### config.mk
export PLATFORM = sky130hd
export DESIGN_NAME = dsp_acc_unit
export DESIGN_NICKNAME = d
export VERILOG_FILES = /design/src/rtl/dsp_acc_pkg.sv /design/src/rtl/dsp_acc_mul.sv /design/src/rtl/dsp_acc_alu.sv /design/src/rtl/dsp_acc_cond.sv /design/src/rtl/dsp_acc_unit.sv
export SDC_FILE = /design/constraint.sdc
export NUM_CORES = 1
export LEC_CHECK = 0
export BUFFER_PORTS_ARGS = -buffer_cell sky130_fd_sc_hd__buf_2
export CORE_MARGIN = 10
export CORE_UTILIZATION = 55
export CTS_CLUSTER_DIAMETER = 100
export DETAILED_ROUTE_END_ITERATION = 12
export PLACE_DENSITY = 0.75
export REMOVE_ABC_BUFFERS = 1
export SLEW_MARGIN = 10
export SYNTH_ARGS = -nofsm -noshare
export SYNTH_HDL_FRONTEND = slang
export SYNTH_SLANG_ARGS = --single-unit
### constraint.sdc
create_clock -name clk -period 9.35 [get_ports clk]
set_input_delay 0.4675 -clock clk [delete_from_list [all_inputs] [get_ports clk]]
set_output_delay 0.4675 -clock clk [all_outputs]
set_load 0.02 [all_outputs]
### src/rtl/dsp_acc_pkg.sv
package dsp_acc_pkg;

    typedef enum logic [3:0] {
        OPC_NOP   = 4'd0,
        OPC_LOAD  = 4'd1,
        OPC_SUB   = 4'd2,
        OPC_CMP   = 4'd3,
        OPC_ADD   = 4'd4,
        OPC_AND   = 4'd5,
        OPC_OR    = 4'd6,
        OPC_XOR   = 4'd7,
        OPC_UNARY = 4'd8,
        OPC_MAC   = 4'd9,
        OPC_MLD   = 4'd10,
        OPC_MOVP  = 4'd11,
        OPC_WRX   = 4'd12,
        OPC_WRY   = 4'd13
    } acc_op_e;

    localparam logic [2:0] UN_LSR = 3'd2;
    localparam logic [2:0] UN_SHL = 3'd3;
    localparam logic [2:0] UN_NEG = 3'd6;
    localparam logic [2:0] UN_ABS = 3'd7;

    localparam logic [7:0] CC_ALWAYS = 8'h00;
    localparam logic [7:0] CC_ZERO   = 8'h50;
    localparam logic [7:0] CC_NEG    = 8'h70;

endpackage

### src/rtl/dsp_acc_mul.sv
module dsp_acc_mul #(
    parameter int DW = 16
) (
    input  logic [DW-1:0]   x_val,
    input  logic [DW-1:0]   y_val,
    output logic [2*DW-1:0] prod
);
    localparam int PW = 2 * DW;

    logic [PW-1:0] raw;

    always_comb begin
        raw  = PW'(x_val) * PW'(y_val);
        prod = {raw[PW-2:0], 1'b0};
    end
endmodule

### src/rtl/dsp_acc_alu.sv
module dsp_acc_alu
    import dsp_acc_pkg::*;
#(
    parameter int DW = 16
) (
    input  logic [3:0]      op,
    input  logic [DW-1:0]   operand,
    input  logic [2*DW-1:0] acc,
    input  logic [2*DW-1:0] prod,
    output logic [2*DW-1:0] acc_nx,
    output logic            acc_we,
    output logic            flag_we,
    output logic [2*DW-1:0] flag_src
);
    localparam int AW = 2 * DW;

    logic [DW-1:0] hi;
    logic [DW-1:0] lo;
    logic [DW-1:0] diff;
    logic [AW-1:0] wide_opnd;

    always_comb begin
        hi        = acc[AW-1:DW];
        lo        = acc[DW-1:0];
        diff      = hi - operand;
        wide_opnd = {operand, {DW{1'b0}}};
        acc_nx    = acc;
        acc_we    = 1'b0;
        flag_we   = 1'b0;
        flag_src  = acc;
        unique case (op)
            OPC_LOAD: begin acc_nx = {operand, lo};        acc_we = 1'b1; end
            OPC_SUB:  begin acc_nx = {diff, lo};           acc_we = 1'b1; end
            OPC_ADD:  begin acc_nx = {hi + operand, lo};   acc_we = 1'b1; end
            OPC_AND:  begin acc_nx = acc & wide_opnd;      acc_we = 1'b1; end
            OPC_OR:   begin acc_nx = acc | wide_opnd;      acc_we = 1'b1; end
            OPC_XOR:  begin acc_nx = acc ^ wide_opnd;      acc_we = 1'b1; end
            OPC_MAC:  begin acc_nx = acc + prod;           acc_we = 1'b1; end
            OPC_MLD:  begin acc_nx = '0;                   acc_we = 1'b1; end
            OPC_MOVP: begin acc_nx = prod;                 acc_we = 1'b1; end
            OPC_CMP:  begin flag_src = {diff, lo};         flag_we = 1'b1; end
            OPC_UNARY: begin
                acc_we = 1'b1;
                unique case (operand[2:0])
                    UN_LSR:  acc_nx = {1'b0, acc[AW-1:1]};
                    UN_SHL:  acc_nx = {acc[AW-2:0], 1'b0};
                    UN_NEG:  acc_nx = -acc;
                    UN_ABS:  acc_nx = acc[AW-1] ? -acc : acc;
                    default: acc_nx = acc;
                endcase
            end
            default: ;
        endcase
        if (acc_we) begin
            flag_we  = 1'b1;
            flag_src = acc_nx;
        end
    end
endmodule

### src/rtl/dsp_acc_cond.sv
module dsp_acc_cond
    import dsp_acc_pkg::*;
(
    input  logic [7:0] cond_code,
    input  logic       cond_sel,
    input  logic       z,
    input  logic       n,
    output logic       hit
);
    always_comb begin
        unique case (cond_code)
            CC_ALWAYS: hit = 1'b1;
            CC_ZERO:   hit = (z == cond_sel);
            CC_NEG:    hit = (n == cond_sel);
            default:   hit = 1'b0;
        endcase
    end
endmodule

### src/rtl/dsp_acc_unit.sv
module dsp_acc_unit
    import dsp_acc_pkg::*;
#(
    parameter int DW     = 16,
    parameter int SW     = 16,
    parameter int Z_BIT  = 13,
    parameter int N_BIT  = 15
) (
    input  logic            clk,
    input  logic            rst,
    input  logic            op_valid,
    input  logic [3:0]      op_code,
    input  logic [DW-1:0]   operand,
    input  logic [DW-1:0]   mul_x,
    input  logic [DW-1:0]   mul_y,
    input  logic [7:0]      cond_code,
    input  logic            cond_sel,
    output logic [2*DW-1:0] acc_out,
    output logic [2*DW-1:0] prod_out,
    output logic [SW-1:0]   status_out,
    output logic            cond_true
);
    localparam int AW = 2 * DW;

    logic [AW-1:0] acc_q, prod_q;
    logic [DW-1:0] x_q, y_q;
    logic          z_q, n_q;

    logic [AW-1:0] acc_nx, flag_src, prod_nx;
    logic          acc_we, flag_we;
    logic [DW-1:0] x_nx, y_nx;

    always_comb begin
        x_nx = x_q;
        y_nx = y_q;
        unique case (op_code)
            OPC_WRX: x_nx = operand;
            OPC_WRY: y_nx = operand;
            OPC_MAC, OPC_MLD: begin
                x_nx = mul_x;
                y_nx = mul_y;
            end
            default: ;
        endcase
    end

    dsp_acc_alu #(.DW(DW)) alu_i (
        .op       (op_code),
        .operand  (operand),
        .acc      (acc_q),
        .prod     (prod_q),
        .acc_nx   (acc_nx),
        .acc_we   (acc_we),
        .flag_we  (flag_we),
        .flag_src (flag_src)
    );

    dsp_acc_mul #(.DW(DW)) mul_i (
        .x_val (x_nx),
        .y_val (y_nx),
        .prod  (prod_nx)
    );

    dsp_acc_cond cond_i (
        .cond_code (cond_code),
        .cond_sel  (cond_sel),
        .z         (z_q),
        .n         (n_q),
        .hit       (cond_true)
    );

    always_ff @(posedge clk) begin
        if (rst) begin
            acc_q  <= '0;
            prod_q <= '0;
            x_q    <= '0;
            y_q    <= '0;
            z_q    <= 1'b0;
            n_q    <= 1'b0;
        end else if (op_valid) begin
            x_q    <= x_nx;
            y_q    <= y_nx;
            prod_q <= prod_nx;
            if (acc_we) acc_q <= acc_nx;
            if (flag_we) begin
                z_q <= (flag_src == '0);
                n_q <= flag_src[AW-1];
            end
        end
    end

    for (genvar b = 0; b < SW; b++) begin : g_status
        if (b == Z_BIT) begin : g_z
            assign status_out[b] = z_q;
        end else if (b == N_BIT) begin : g_n
            assign status_out[b] = n_q;
        end else begin : g_zero
            assign status_out[b] = 1'b0;
        end
    end

    assign acc_out  = acc_q;
    assign prod_out = prod_q;
endmodule

==> impl_metrics.toml <==
[power]
p_int_w = 0.00138
p_switching_w = 0.00148
swShare_pct = 51.8
power_leakage_nw = 9.43
fin_total_pwr_w = 0.00286
ir_worst_vdd_uv = 132
clock_power_share_pct = 15.1
combPwrFrac_pct = 64.1
power_density_nw_per_um2 = 138
seqPwrFrac_pct = 20.9

[synthesis]
synth.avg_cell_area_um2 = 7.78
async_reset_ff_share_pct = 0
synth-warning-count = 0
netlist_instances = 2495
synth_most_common_cell = "nor2_1"
synth_edf_count = 0
yosysTopAreaCellShare_pct = 20.2
synth_top_area_cell = "fa_1"
synthesis.area_um2 = 19400
yosysUniqueCellTypes = 104
ys_ff_latch = 97
ys_seq_area_share_pct = 10.0
synth_xor_area_share_pct = 2.89
ys_top_cells_by_area = "fa_1 (20%), ha_1 (12%), dfxtp_1 (10%)"
yosys.area_share.simple_pct = 20.3
synthTopCellsByCount = "nor2_1 (296), inv_1 (288), nand2_1 (226)"
synth_mux_area_share_pct = 3.07
synth-adder-area-share_pct = 31.8
synth-compound-area-share_pct = 22.2
synth_top_family_by_area = "adder cells"
ys.flop_type = "dfxtp_1"

[cts]
holdBufCountCts = 0
numCtsBuffers = 9
clk_path_buf_depth = 2
clkTransAtPathRegs_ns = 0.07
clk_latency_ns = 0.39
cts.repair.resized = 0
cts_tree = "built"
numClockSinks = 97
cts_root_buffer = "clkbuf_16"
cts-htree-levels = 3
cts_setup_buffers = 0

[setup_path]
slowest_stage = "a221oi_1"
cp.required_ns = 9.59
rr_worst_depth = 21
crit_start = "op_code[1]"
critPathLaunchType = "input port"
crit_buf_inv = 6
cpMostUsedCell = "fa_1"
worstReg2RegStart = "x_q[6]$_SDFFE_PP0P_"
crit_cells = 26
r2r_slack_ns = 2.00
path_class = "in2reg"
worstSetupEndpoint = "prod_out[25]$_SDFFE_PP0P_"
cp-end-kind = "flop"
cp.arrival_ns = 8.65
timing.rr.end = "prod_out[25]$_SDFFE_PP0P_"
max_stage_delay_ns = 0.75
path_delay_family = "adder cells"
critical_path.max_fanout = 24

[floorplan]
fp.coreArea_um2 = 34700
dieHeight_um = 208
die-area_um2 = 43200
ioPinCount = 145
fp-row-count = 68
floorplan.die.width_um = 208
start_util_pct = 55.9

[routing]
drc = 0
post_drt_via_cell_ratio = 6.82
antenna_left = 0
firstDrtPassIters = 6
num_vias = 20500
first_iter_violations = 2502
post_drt_wl_per_cell_um = 26.8
routed_wl_um = 80400

[sta]
finalSetupTns_ns = 0
final-hold-violation-count = 0
setup_viol = 0
slew_headroom_pct = 18.9
skew_ns = 0.0202
hold_ws_ns = 0.364
min_period_ns = 8.41
rsz0062_at_grt = "false"
max_freq_mhz = 119
period_share_pct = 90.0
maxSlewViolCount = 0
tightest_slew_ns = 1.21

[run_status]
outcome = "finished clean"

[place]
gp_congestion = 1.04
placed_area_um2 = 20400
dp_hpwl_um = 62900
placed_cells = 2984
port_buffers = 129

[finish]
final_nets = 2979
drive_above_1_share_pct = 9.98
area_growth_pct = 6.78
design_area_um2 = 20700
final_cells = 3003

[grt]
antenna_found_initial = 4
grt_max_degree = 89
globalRoute.totalOverflow = 0
grt_use_total_pct = 35.7
grt_pass1_vias = 19800
grt_pass1_wl_um = 121000

[min_path]
min_path_type = "in2reg"

[run]
drv_cap = 0
[flip-flops by register name (all words and copies together) (netlist names)]
register / count
acc_out: 32
x_q: 16
y_q: 16
z_q: 1
prod_out: 31
n_q: 1
[cell type report]
cell class,instances,area [um^2]
repair buffers,191,1120
clock inverters,4,76.3
clock buffers,12,246
flip-flops and latches,97,1940
well taps,455,569
diodes,3,7.51
fillers,3287,14000
multi-input cells,1950,15700
inverters,291,1090
[worst reg2reg max path, cell delays in order (launching register included)]
cell and delay [ns]:
dfxtp_1 0.33, a221oi_1 0.78, nor2_1 0.17, fa_1 0.56, inv_1 0.05, fa_1 0.48, fa_1 0.50, fa_1 0.56
inv_1 0.06, fa_1 0.48, inv_1 0.05, fa_1 0.47, inv_1 0.04, ha_1 0.21, or3_1 0.37, a31o_2 0.25
a221oi_1 0.75, o221ai_1 0.49, a21oi_1 0.34, xnor2_1 0.10, mux2i_1 0.13, nor2_1 0.05
[how the worst min path moves through the flow]
stage / from / end / slack [ns] / depth (start not counted)
global placement: y_q[6]$_SDFFE_PP0P_ / y_q[6]$_SDFFE_PP0P_ / 0.48 / 2
detailed placement: y_q[4]$_SDFFE_PP0P_ / y_q[4]$_SDFFE_PP0P_ / 0.48 / 2
floorplan: y_q[4]$_SDFFE_PP0P_ / y_q[4]$_SDFFE_PP0P_ / 0.46 / 2
finish: op_valid / y_q[3]$_SDFFE_PP0P_ / 0.36 / 2
global route: op_valid / y_q[3]$_SDFFE_PP0P_ / 0.36 / 2
CTS: op_valid / y_q[3]$_SDFFE_PP0P_ / 0.35 / 2
[kinds of logic (layout without fill, tap and decap cells)]
| logic type | Yosys count | in the layout |
|---|---|---|
| xor gates and xnor gates | 64 | 64 |
| AOI/OAI and AO/OA | 602 | 602 |
| DFF | 97 | 97 |
| buffers and inverters | 462 | 498 |
| muxes | 59 | 59 |
| and+or+nand+nor | 835 | 835 |
| other | 1 | 18 |
| adders and majority gates | 375 | 375 |
[cells in the final DEF, fill, tap and decap left out, types with 8 or more instances in the layout]
master and count:
a2111oi_0 8, a211oi_1 75, a21o_1 22, a21oi_1 123, a221o_1 37, a221oi_1 40, a22o_1 10, a22oi_1 14
a31oi_1 29, and2_1 10, and3_1 13, buf_2 127, buf_4 64, clkbuf_16 9, conb_1 15, dfxtp_1 97
fa_1 196, ha_1 179, inv_1 288, mux2i_1 55, nand2_1 226, nand2b_1 26, nand3_1 44, nand3b_1 8
nand4_1 22, nor2_1 294, nor2b_1 17, nor3_1 68, nor3b_1 8, nor4_1 29, o211ai_1 20, o21ai_0 78
o21bai_1 11, o221ai_1 12, o22ai_1 14, o31ai_1 12, or3_1 19, xnor2_1 49, xor2_1 15
[power by group through the flow]
| stage | clock [W] | combinational [W] | sequential (W) |
|---|---|---|---|
| floorplan | 0 | 0.00115 | 0.000584 |
| global placement | 0 | 0.00175 | 0.000599 |
| detailed placement | 0 | 0.00178 | 0.000598 |
| CTS | 0.000429 | 0.00180 | 0.000589 |
| global route | 0.000442 | 0.00200 | 0.000596 |
| finish | 0.000431 | 0.00183 | 0.000597 |
[routing by layer]
layer	routed length, um	GRT usage [%]	part of all wire (%)	up-vias
met5	13	0	0.016	-
met2	34500	53.3	43	1398
met1	32900	49.4	41	9998
met4	3680	15.4	4.6	2
li1	-	-	-	8838
met3	9330	6.63	12	240
[stage by stage]
| step | setup WS [ns] | utilization, % |
|---|---|---|
| finish | 0.937 | 59.7 |
| global placement | 0.964 | 58.7 |
| CTS | 1.12 | 59.7 |
| floorplan | -1.57 | - |
| global route | 0.509 | 59.7 |
| detailed placement | 0.742 | 58.7 |
(Power assumes the default switching activity.)
